**src/rtl/frame_seq_pkg.sv**
```systemverilog
package frame_seq_pkg;

    typedef enum logic [3:0] {
        ST_IDLE,
        ST_C_PUSH,
        ST_C_SIZE,
        ST_C_LINK,
        ST_C_SAVE,
        ST_R_PC,
        ST_R_FP,
        ST_R_POP,
        ST_R_PUT,
        ST_DONE
    } fseq_state_e;

endpackage

```
**src/rtl/frame_seq_fsm.sv**
```systemverilog
module frame_seq_fsm
    import frame_seq_pkg::*;
(
    input  logic        clk,
    input  logic        rst_n,
    input  logic        start,
    input  logic        op_ret,
    input  logic        has_val,
    output fseq_state_e state,
    output logic        take,
    output logic        busy,
    output logic        done
);

    fseq_state_e state_nx;

    always_ff @(posedge clk or negedge rst_n) begin
        if (!rst_n) state <= ST_IDLE;
        else        state <= state_nx;
    end

    always_comb begin
        state_nx = state;
        unique case (state)
            ST_IDLE:   if (start) state_nx = op_ret ? ST_R_PC : ST_C_PUSH;
            ST_C_PUSH: state_nx = ST_C_SIZE;
            ST_C_SIZE: state_nx = ST_C_LINK;
            ST_C_LINK: state_nx = ST_C_SAVE;
            ST_C_SAVE: state_nx = ST_DONE;
            ST_R_PC:   state_nx = ST_R_FP;
            ST_R_FP:   state_nx = has_val ? ST_R_PUT : ST_R_POP;
            ST_R_POP:  state_nx = ST_DONE;
            ST_R_PUT:  state_nx = ST_DONE;
            ST_DONE:   state_nx = ST_IDLE;
            default:   state_nx = ST_IDLE;
        endcase
    end

    always_comb begin
        take = (state == ST_IDLE) && start;
        busy = (state != ST_IDLE);
        done = (state == ST_DONE);
    end

endmodule

```
**src/rtl/frame_seq_regs.sv**
```systemverilog
module frame_seq_regs
    import frame_seq_pkg::*;
#(
    parameter int DW = 32,
    parameter int AW = 24
) (
    input  logic          clk,
    input  logic          rst_n,
    input  fseq_state_e   state,
    input  logic          take,
    input  logic [AW-1:0] arg,
    input  logic [DW-1:0] pc_in,
    input  logic [DW-1:0] fp_in,
    input  logic [DW-1:0] sp_in,
    input  logic [DW-1:0] ts_in,
    input  logic [DW-1:0] rdata,
    output logic [DW-1:0] pc_q,
    output logic [DW-1:0] fp_q,
    output logic [DW-1:0] sp_q,
    output logic [DW-1:0] ts_q,
    output logic [DW-1:0] nx_q,
    output logic [DW-1:0] ff_q,
    output logic [DW-1:0] argx_q,
    output logic          has_val
);

    localparam int PADW = DW - AW;
    localparam logic [DW-1:0] ONE = DW'(1);

    always_ff @(posedge clk or negedge rst_n) begin
        if (!rst_n) begin
            pc_q    <= '0;
            fp_q    <= '0;
            sp_q    <= '0;
            ts_q    <= '0;
            nx_q    <= '0;
            ff_q    <= '0;
            argx_q  <= '0;
            has_val <= 1'b0;
        end else begin
            unique case (state)
                ST_IDLE: begin
                    if (take) begin
                        pc_q   <= pc_in;
                        fp_q   <= fp_in;
                        sp_q   <= sp_in;
                        ts_q   <= ts_in;
                        argx_q <= {{PADW{1'b0}}, arg};
                    end
                end
                ST_C_PUSH: begin
                    sp_q <= sp_q + ONE;
                    ts_q <= pc_q + ONE;
                    nx_q <= argx_q;
                end
                ST_C_SIZE: ff_q <= rdata;
                ST_C_LINK: begin
                    fp_q <= fp_q + ff_q;
                    sp_q <= fp_q + ff_q;
                end
                ST_C_SAVE: begin
                    sp_q <= fp_q + ONE;
                    pc_q <= nx_q + ONE;
                end
                ST_R_PC: begin
                    pc_q    <= rdata;
                    has_val <= (sp_q != fp_q + ONE);
                end
                ST_R_FP: nx_q <= rdata;
                ST_R_POP: begin
                    sp_q <= fp_q - argx_q;
                    ts_q <= rdata;
                    fp_q <= nx_q;
                end
                ST_R_PUT: begin
                    sp_q <= fp_q - argx_q + ONE;
                    fp_q <= nx_q;
                end
                ST_DONE: ;
                default: ;
            endcase
        end
    end

endmodule

```
**src/rtl/frame_seq_agen.sv**
```systemverilog
module frame_seq_agen
    import frame_seq_pkg::*;
#(
    parameter int DW = 32
) (
    input  fseq_state_e   state,
    input  logic [DW-1:0] fp_q,
    input  logic [DW-1:0] sp_q,
    input  logic [DW-1:0] ts_q,
    input  logic [DW-1:0] nx_q,
    input  logic [DW-1:0] ff_q,
    input  logic [DW-1:0] argx_q,
    output logic [DW-1:0] addr,
    output logic [DW-1:0] wdata,
    output logic          we,
    output logic          re
);

    localparam logic [DW-1:0] ONE = DW'(1);

    always_comb begin
        addr  = '0;
        wdata = '0;
        we    = 1'b0;
        re    = 1'b0;
        unique case (state)
            ST_C_PUSH: begin addr = sp_q + ONE;           wdata = ts_q; we = 1'b1; end
            ST_C_SIZE: begin addr = nx_q;                 re = 1'b1;               end
            ST_C_LINK: begin addr = fp_q + ff_q;          wdata = fp_q; we = 1'b1; end
            ST_C_SAVE: begin addr = fp_q + ONE;           wdata = ts_q; we = 1'b1; end
            ST_R_PC:   begin addr = fp_q + ONE;           re = 1'b1;               end
            ST_R_FP:   begin addr = fp_q;                 re = 1'b1;               end
            ST_R_POP:  begin addr = fp_q - argx_q;        re = 1'b1;               end
            ST_R_PUT:  begin addr = fp_q - argx_q + ONE;  wdata = ts_q; we = 1'b1; end
            ST_IDLE, ST_DONE: ;
            default: ;
        endcase
    end

endmodule

```
**src/rtl/frame_seq.sv**
```systemverilog
module frame_seq
    import frame_seq_pkg::*;
#(
    parameter int DW = 32,
    parameter int AW = 24
) (
    input  logic          clk,
    input  logic          rst_n,
    input  logic          start,
    input  logic          op_ret,
    input  logic [AW-1:0] arg,
    input  logic [DW-1:0] pc_in,
    input  logic [DW-1:0] fp_in,
    input  logic [DW-1:0] sp_in,
    input  logic [DW-1:0] ts_in,
    output logic [DW-1:0] mem_addr,
    output logic [DW-1:0] mem_wdata,
    output logic          mem_we,
    output logic          mem_re,
    input  logic [DW-1:0] mem_rdata,
    output logic          busy,
    output logic          done,
    output logic [DW-1:0] pc_out,
    output logic [DW-1:0] fp_out,
    output logic [DW-1:0] sp_out,
    output logic [DW-1:0] ts_out
);

    fseq_state_e   state;
    logic          take;
    logic          has_val;
    logic [DW-1:0] nx_q, ff_q, argx_q;

    frame_seq_fsm u_fsm (
        .clk(clk), .rst_n(rst_n), .start(start), .op_ret(op_ret),
        .has_val(has_val), .state(state), .take(take),
        .busy(busy), .done(done)
    );

    frame_seq_regs #(.DW(DW), .AW(AW)) u_regs (
        .clk(clk), .rst_n(rst_n), .state(state), .take(take), .arg(arg),
        .pc_in(pc_in), .fp_in(fp_in), .sp_in(sp_in), .ts_in(ts_in),
        .rdata(mem_rdata),
        .pc_q(pc_out), .fp_q(fp_out), .sp_q(sp_out), .ts_q(ts_out),
        .nx_q(nx_q), .ff_q(ff_q), .argx_q(argx_q), .has_val(has_val)
    );

    frame_seq_agen #(.DW(DW)) u_agen (
        .state(state), .fp_q(fp_out), .sp_q(sp_out), .ts_q(ts_out),
        .nx_q(nx_q), .ff_q(ff_q), .argx_q(argx_q),
        .addr(mem_addr), .wdata(mem_wdata), .we(mem_we), .re(mem_re)
    );

endmodule

```
**config.mk**
```make
export PLATFORM = sky130hd
export DESIGN_NAME = frame_seq
export DESIGN_NICKNAME = d
export VERILOG_FILES = /design/src/rtl/frame_seq_pkg.sv /design/src/rtl/frame_seq_fsm.sv /design/src/rtl/frame_seq_regs.sv /design/src/rtl/frame_seq_agen.sv /design/src/rtl/frame_seq.sv
export SDC_FILE = /design/constraint.sdc
export NUM_CORES = 1
export LEC_CHECK = 0
export BUFFER_PORTS_ARGS = -buffer_cell sky130_fd_sc_hd__buf_4
export CAP_MARGIN = 20
export CORE_ASPECT_RATIO = 1.4
export CORE_UTILIZATION = 36
export DETAILED_ROUTE_END_ITERATION = 8
export PLACE_DENSITY = 0.65
export SYNTH_ARGS = -nofsm -noshare
export SYNTH_HDL_FRONTEND = slang
export SYNTH_SLANG_ARGS = --single-unit
```
**constraint.sdc**
```tcl
create_clock -name clk -period 9.28 [get_ports clk]
set_clock_uncertainty 0.2 [all_clocks]
set_input_delay 0.928 -clock clk [delete_from_list [all_inputs] [get_ports clk]]
set_output_delay 0.928 -clock clk [all_outputs]
set_load 0.005 [all_outputs]
```
* After elaboration in Yosys (flattened, before gate mapping) *
Cells that the tools add are included.
Widths: inputs -> output; s select.

cells by class
  $add $sub $neg = 7
  equal/unequal tests = 12
  muxes and demuxes = 17
  reduce and logical (&&, ||, !) cells = 19

operators with widths
  cell                   number
  $pmux 32 s3            3
  $pmux 32 s7            1
  $pmux 32 s6            1
  $add 32x1->32 const B  5
  $mux 32                4
  $pmux 32 s2            2
  $add 32x32->32         1
  $ne 32x32->1           1
  $sub 32x24->32         1
  $pmux 4 s7             1
  $eq 4x3->1 const B     4
  $reduce_and 2->1       5
  $reduce_bool 3->1      3
  $eq 4x2->1 const B     2
  $eq 4x4->1 const B     2
  $mux 4                 2
  $reduce_or 4->1        2
  $reduce_bool 6->1      1
  $reduce_or 3->1        2
  $eq 4x1->1 const B     1
  $logic_not 4->1        1
  $ne 2x2->1 const B     2
  $reduce_bool 4->1      1
  $reduce_or 2->1        2
  other kinds (4)        5

storage, ports and cells
  register bits = 221
  bits of input ports = 188
  output and inout bits = 196
  word-level logic and storage cells = 64

* Longest topological paths before layout *
  depth in word-level cells = 4
  gate-level depth with buffers = 16
  mapped depth without buffers = 14

* Hierarchy *
From an unflattened synthesis, not the netlist that was laid out.

second synthesis, totals
  cell total of the unflattened synthesis = 3156
  area total of the unflattened synthesis = 24158.2 µm²

by module, submodules not included
  module          instances  cells each  area each (µm²)  sequential area each (µm²)
  frame_seq_regs  1          2179        17344.1          5430.2
  frame_seq_agen  1          944         6541.3           0.0
  frame_seq_fsm   1          33          272.8            100.1

* Least setup slack after synthesis *
OpenSTA, ideal clock, no wires.

  path kind = flip-flop to output port
  start point = register u_regs.fp_q[0]
  end point = output port mem_addr[28]
  data arrival time = 4.076 ns
  data required time = 8.152 ns
  setup slack = 4.076 ns
  stages on the path, launching flop included = 15
  path buffers = 1
  cells stage by stage = dfrtp_1 > clkbuf_1 > inv_1 > ha_1 > fa_1 > nand2b_1 > a21oi_2 > a2bb2oi_1 > xnor2_1 > nor4_2 > nand2_2 > or3_4 > nor4_1 > mux2_1 > or4_1

on the way
  longest elaborated chain between the ends = 3
  elaborated cells between the ends (all ways) = 5
  those cells by class = 4 x add/sub; 1 x mux

RTL lines
  what                    line                                        RTL
  from (decl)             frame_seq_regs.sv:18                        output logic [DW-1:0] fp_q,
  from (signal assigned)  frame_seq_regs.sv:45                        fp_q <= fp_in;
  from (signal assigned)  frame_seq_regs.sv:58                        fp_q <= fp_q + ff_q;
  from (signal assigned)  frame_seq_regs.sv:73                        fp_q <= nx_q;
  $sub 32x24->32          frame_seq_agen.sv:33, frame_seq_agen.sv:34
  $add 32x1->32           frame_seq_agen.sv:34                        ST_R_PUT: begin addr = fp_q - argx_q + ONE; wdata = ts_q; we = 1'b1; end
  $pmux 32 s7 *           frame_seq_agen.sv:26                        unique case (state)
  to (decl)               frame_seq.sv:16                             output logic [DW-1:0] mem_addr,

Mark *: on every way between the ends. The rest lies on a longest branch, timed or not.

* Final worst setup path *
Same ends and word-level chain as after synthesis.

==> metrics.yaml <==
place:
  dp_hpwl_um: 64200
  gp_congestion: 0.978
  dpl.cell_count: 3228
  placed_area_mm2: 0.0218
  dp_slack_ns: 3.41
  io_buffers: 383
clocking:
  cts_setup_buffers: 0
  hold_buffers: 0
  cts_tree: "done"
  root_buffer: "clkbuf_16"
  clkSlewWorstSetupHoldPaths_ns: 0.07
  htree_levels: 1
  cts_buffer_depth: 3
  cts_buffers: 25
  clock_latency_ns: 0.56
  cts.sinks: 221
  post_cts_resized: 0
yosys:
  synth.most_common_cell: "nand2_1"
  synth_edf_count: 0
  synth_common_cells: "nand2_1, nor2_1, dfrtp_1"
  synth_ff_type: "dfrtp_1"
  synth_area_leaders: "dfrtp_1, nand2_1, xnor2_1, nor2_1, xor2_1"
  yosysTopAreaCell: "dfrtp_1"
  async_reset_ff_share_pct: 100
  ys_seq_area_share_pct: 30.1
  ys_ff_latch: 221
  synth_top_cell_area_share_pct: 30.1
  syn_area_mm2: 0.0184
  avgSynthCellArea_um2: 7.93
  synthesis.nets: 2568
  synth_cells: 2318
  yosysWarnings: 0
  yosysUniqueCellTypes: 94
setup_path:
  critPathKind: "reg2out"
  cp.arrival_ns: 5.40
  worstSetupStartpointType: "flip-flop"
  path_max_fanout: 13
  end_kind: "primary output"
  worstPathRequired_ns: 8.15
run_status:
  status: "complete, but fails checks"
  violations: "DRC"
timing:
  tightest_slew_ns: 1.04
  fin_crit_sh_pct: 70.4
  setup_viol: 0
  slew_headroom_pct: 29.8
  fin_ws_ns: 2.75
  setup_tns_ns: 0
  period_needed_ns: 6.53
  clock.fmax_mhz: 153
  rsz0062_at_grt: "false"
  finalHoldViolCount: 0
  maxSlewViolCount: 0
detailed_routing:
  drcViolationCount: 18
  wl_per_cell_um: 25.5
  vias: 20000
  routed_wirelength_um: 83600
  viasPerCell: 6.11
  drt-initial-drc-count: 2063
  drtPass1Iterations: 9
  ant_nets: 0
die:
  io_pins: 384
  dieArea_mm2: 0.0520
  initial_utilization_pct: 36.6
  die_x_um: 193
  core-area_mm2: 0.0502
  placementRows: 97
  die_h_um: 269
grt:
  grt_max_degree: 108
  first_global_vias: 19400
  grt_usage_pct: 31.4
  grt_pass1_wl_um: 124000
  grt_overflow: 0
  antenna_found_initial: 2
finish:
  num-fill-cells: 5136
  fin_area_mm2: 0.0227
  finalNetCount: 2862
  utilization_pct: 45.2
  area_delta_synth_final_pct: 23.4
  finalNonFillerCells: 3273
  drive_above_1_share_pct: 21.8
run:
  cap_violations: 0
power:
  power_leakage_uw: 0.00958
  peakVddDrop_mv: 0.243
  cellPowerDensity_mw_per_mm2: 506
min_path:
  hp-class: "in2async"
## worst paths after layout
path / slack, ns / depth (start not counted) / endpoint / from
max: 2.75 / 14 / mem_addr[28] / u_regs.fp_q[0]$_DFFE_PN0P_
min: 0.26 / 1 / u_regs.sp_q[29]$_DFFE_PN0P_ / rst_n
max reg2reg: 4.34 / 14 / u_regs.sp_q[28]$_DFFE_PN0P_ / u_regs.fp_q[0]$_DFFE_PN0P_
min reg2reg: 0.31 / 1 / u_regs.ff_q[0]$_DFFE_PN0P_ / u_regs.ff_q[0]$_DFFE_PN0P_
max in group asynchronous: 6.47 / 3 / u_regs.nx_q[3]$_DFFE_PN0P_ / rst_n
min in group clk: 0.31 / 1 / u_regs.ff_q[0]$_DFFE_PN0P_ / u_regs.ff_q[0]$_DFFE_PN0P_
## critical path, cell delays in order (launching register included)
cell      delay [ns]
dfrtp_1         0.55
inv_1           0.13
ha_1            0.25
fa_1            0.40
nand2b_1        0.19
a21oi_2         0.24
o21ai_1         0.21
and4b_1         0.22
nor3_1          0.53
and4_4          0.36
nand4b_4        0.24
nor4_1          0.41
mux2_1          0.41
or4_1           0.52
buf_4           0.16
## cells by family (layout without fill, tap and decap cells)
family | Yosys count | after routing | share of synthesized area [%]
AO/OA/AOI/OAI | 667 | 667 | 24.4
XOR/XNOR | 222 | 222 | 10.7
adder cells (fa/ha/maj) | 62 | 62 | 4.30
buffers and inverters | 209 | 519 | 4.34
flip-flops | 221 | 221 | 30.1
multiplexers | 66 | 66 | 4.01
other | 0 | 2 | 0
AND/OR/NAND/NOR | 871 | 871 | 22.1
## sequential cells by signal, indices dropped and copies added (netlist names)
register	count
u_regs.ff_q	32
u_fsm.state	4
u_regs.has_val	1
u_regs.pc_q	32
u_regs.ts_q	32
u_regs.nx_q	32
u_regs.fp_q	32
u_regs.argx_q	24
u_regs.sp_q	32
## placed cells by master, fill, tap and decap left out, drive strengths merged, types with 12 or more instances in the layout
| cell type | n |
|---|---|
| a21o | 19 |
| a21oi | 146 |
| a221oi | 42 |
| a222oi | 22 |
| a22o | 40 |
| a22oi | 34 |
| a31oi | 76 |
| and3 | 37 |
| buf | 421 |
| clkbuf | 31 |
| dfrtp | 221 |
| ha | 60 |
| inv | 56 |
| mux2 | 58 |
| nand2 | 297 |
| nand2b | 21 |
| nand3 | 84 |
| nand4 | 31 |
| nor2 | 262 |
| nor3 | 42 |
| nor4 | 12 |
| o211ai | 36 |
| o21ai | 141 |
| o221ai | 12 |
| or3 | 22 |
| xnor2 | 118 |
| xor2 | 104 |
## per-stage QoR
stage / power, uW / hold WS, ns
final: 11500 / 0.259
after global routing: 12200 / 0.319
after CTS: 11300 / 0.287
after detailed placement: 10200 / 0.301
after global placement: 10200 / 0.298
after floorplan: 7170 / 0.285
## report_power, final
group          internal, uW  switching (uW)
registers              1470             899
logic                  3260            4780
clock network           614             449
total                  5350            6130
## routing by layer
metal  global-route usage [%]  share of wire, %
met5                        0                 0
met2                     50.6                47
met3                     2.90               7.1
met4                     11.5               3.8
met1                     43.3                43
## final cells by class
| type | count | area (um^2) | area share [%] |
|---|---|---|---|
| Multi-Input combinational cell | 1888 | 12100 | 53.5 |
| Sequential cell | 221 | 5530 | 24.4 |
| Timing Repair Buffer | 421 | 3170 | 14.0 |
| Tap cell | 643 | 805 | 3.54 |
| Clock buffer | 31 | 698 | 3.08 |
| Inverter | 55 | 206 | 0.910 |
| Clock inverter | 12 | 146 | 0.645 |
| Antenna cell | 2 | 5.00 | 0.0221 |
Power figures use the tool's default switching activity.
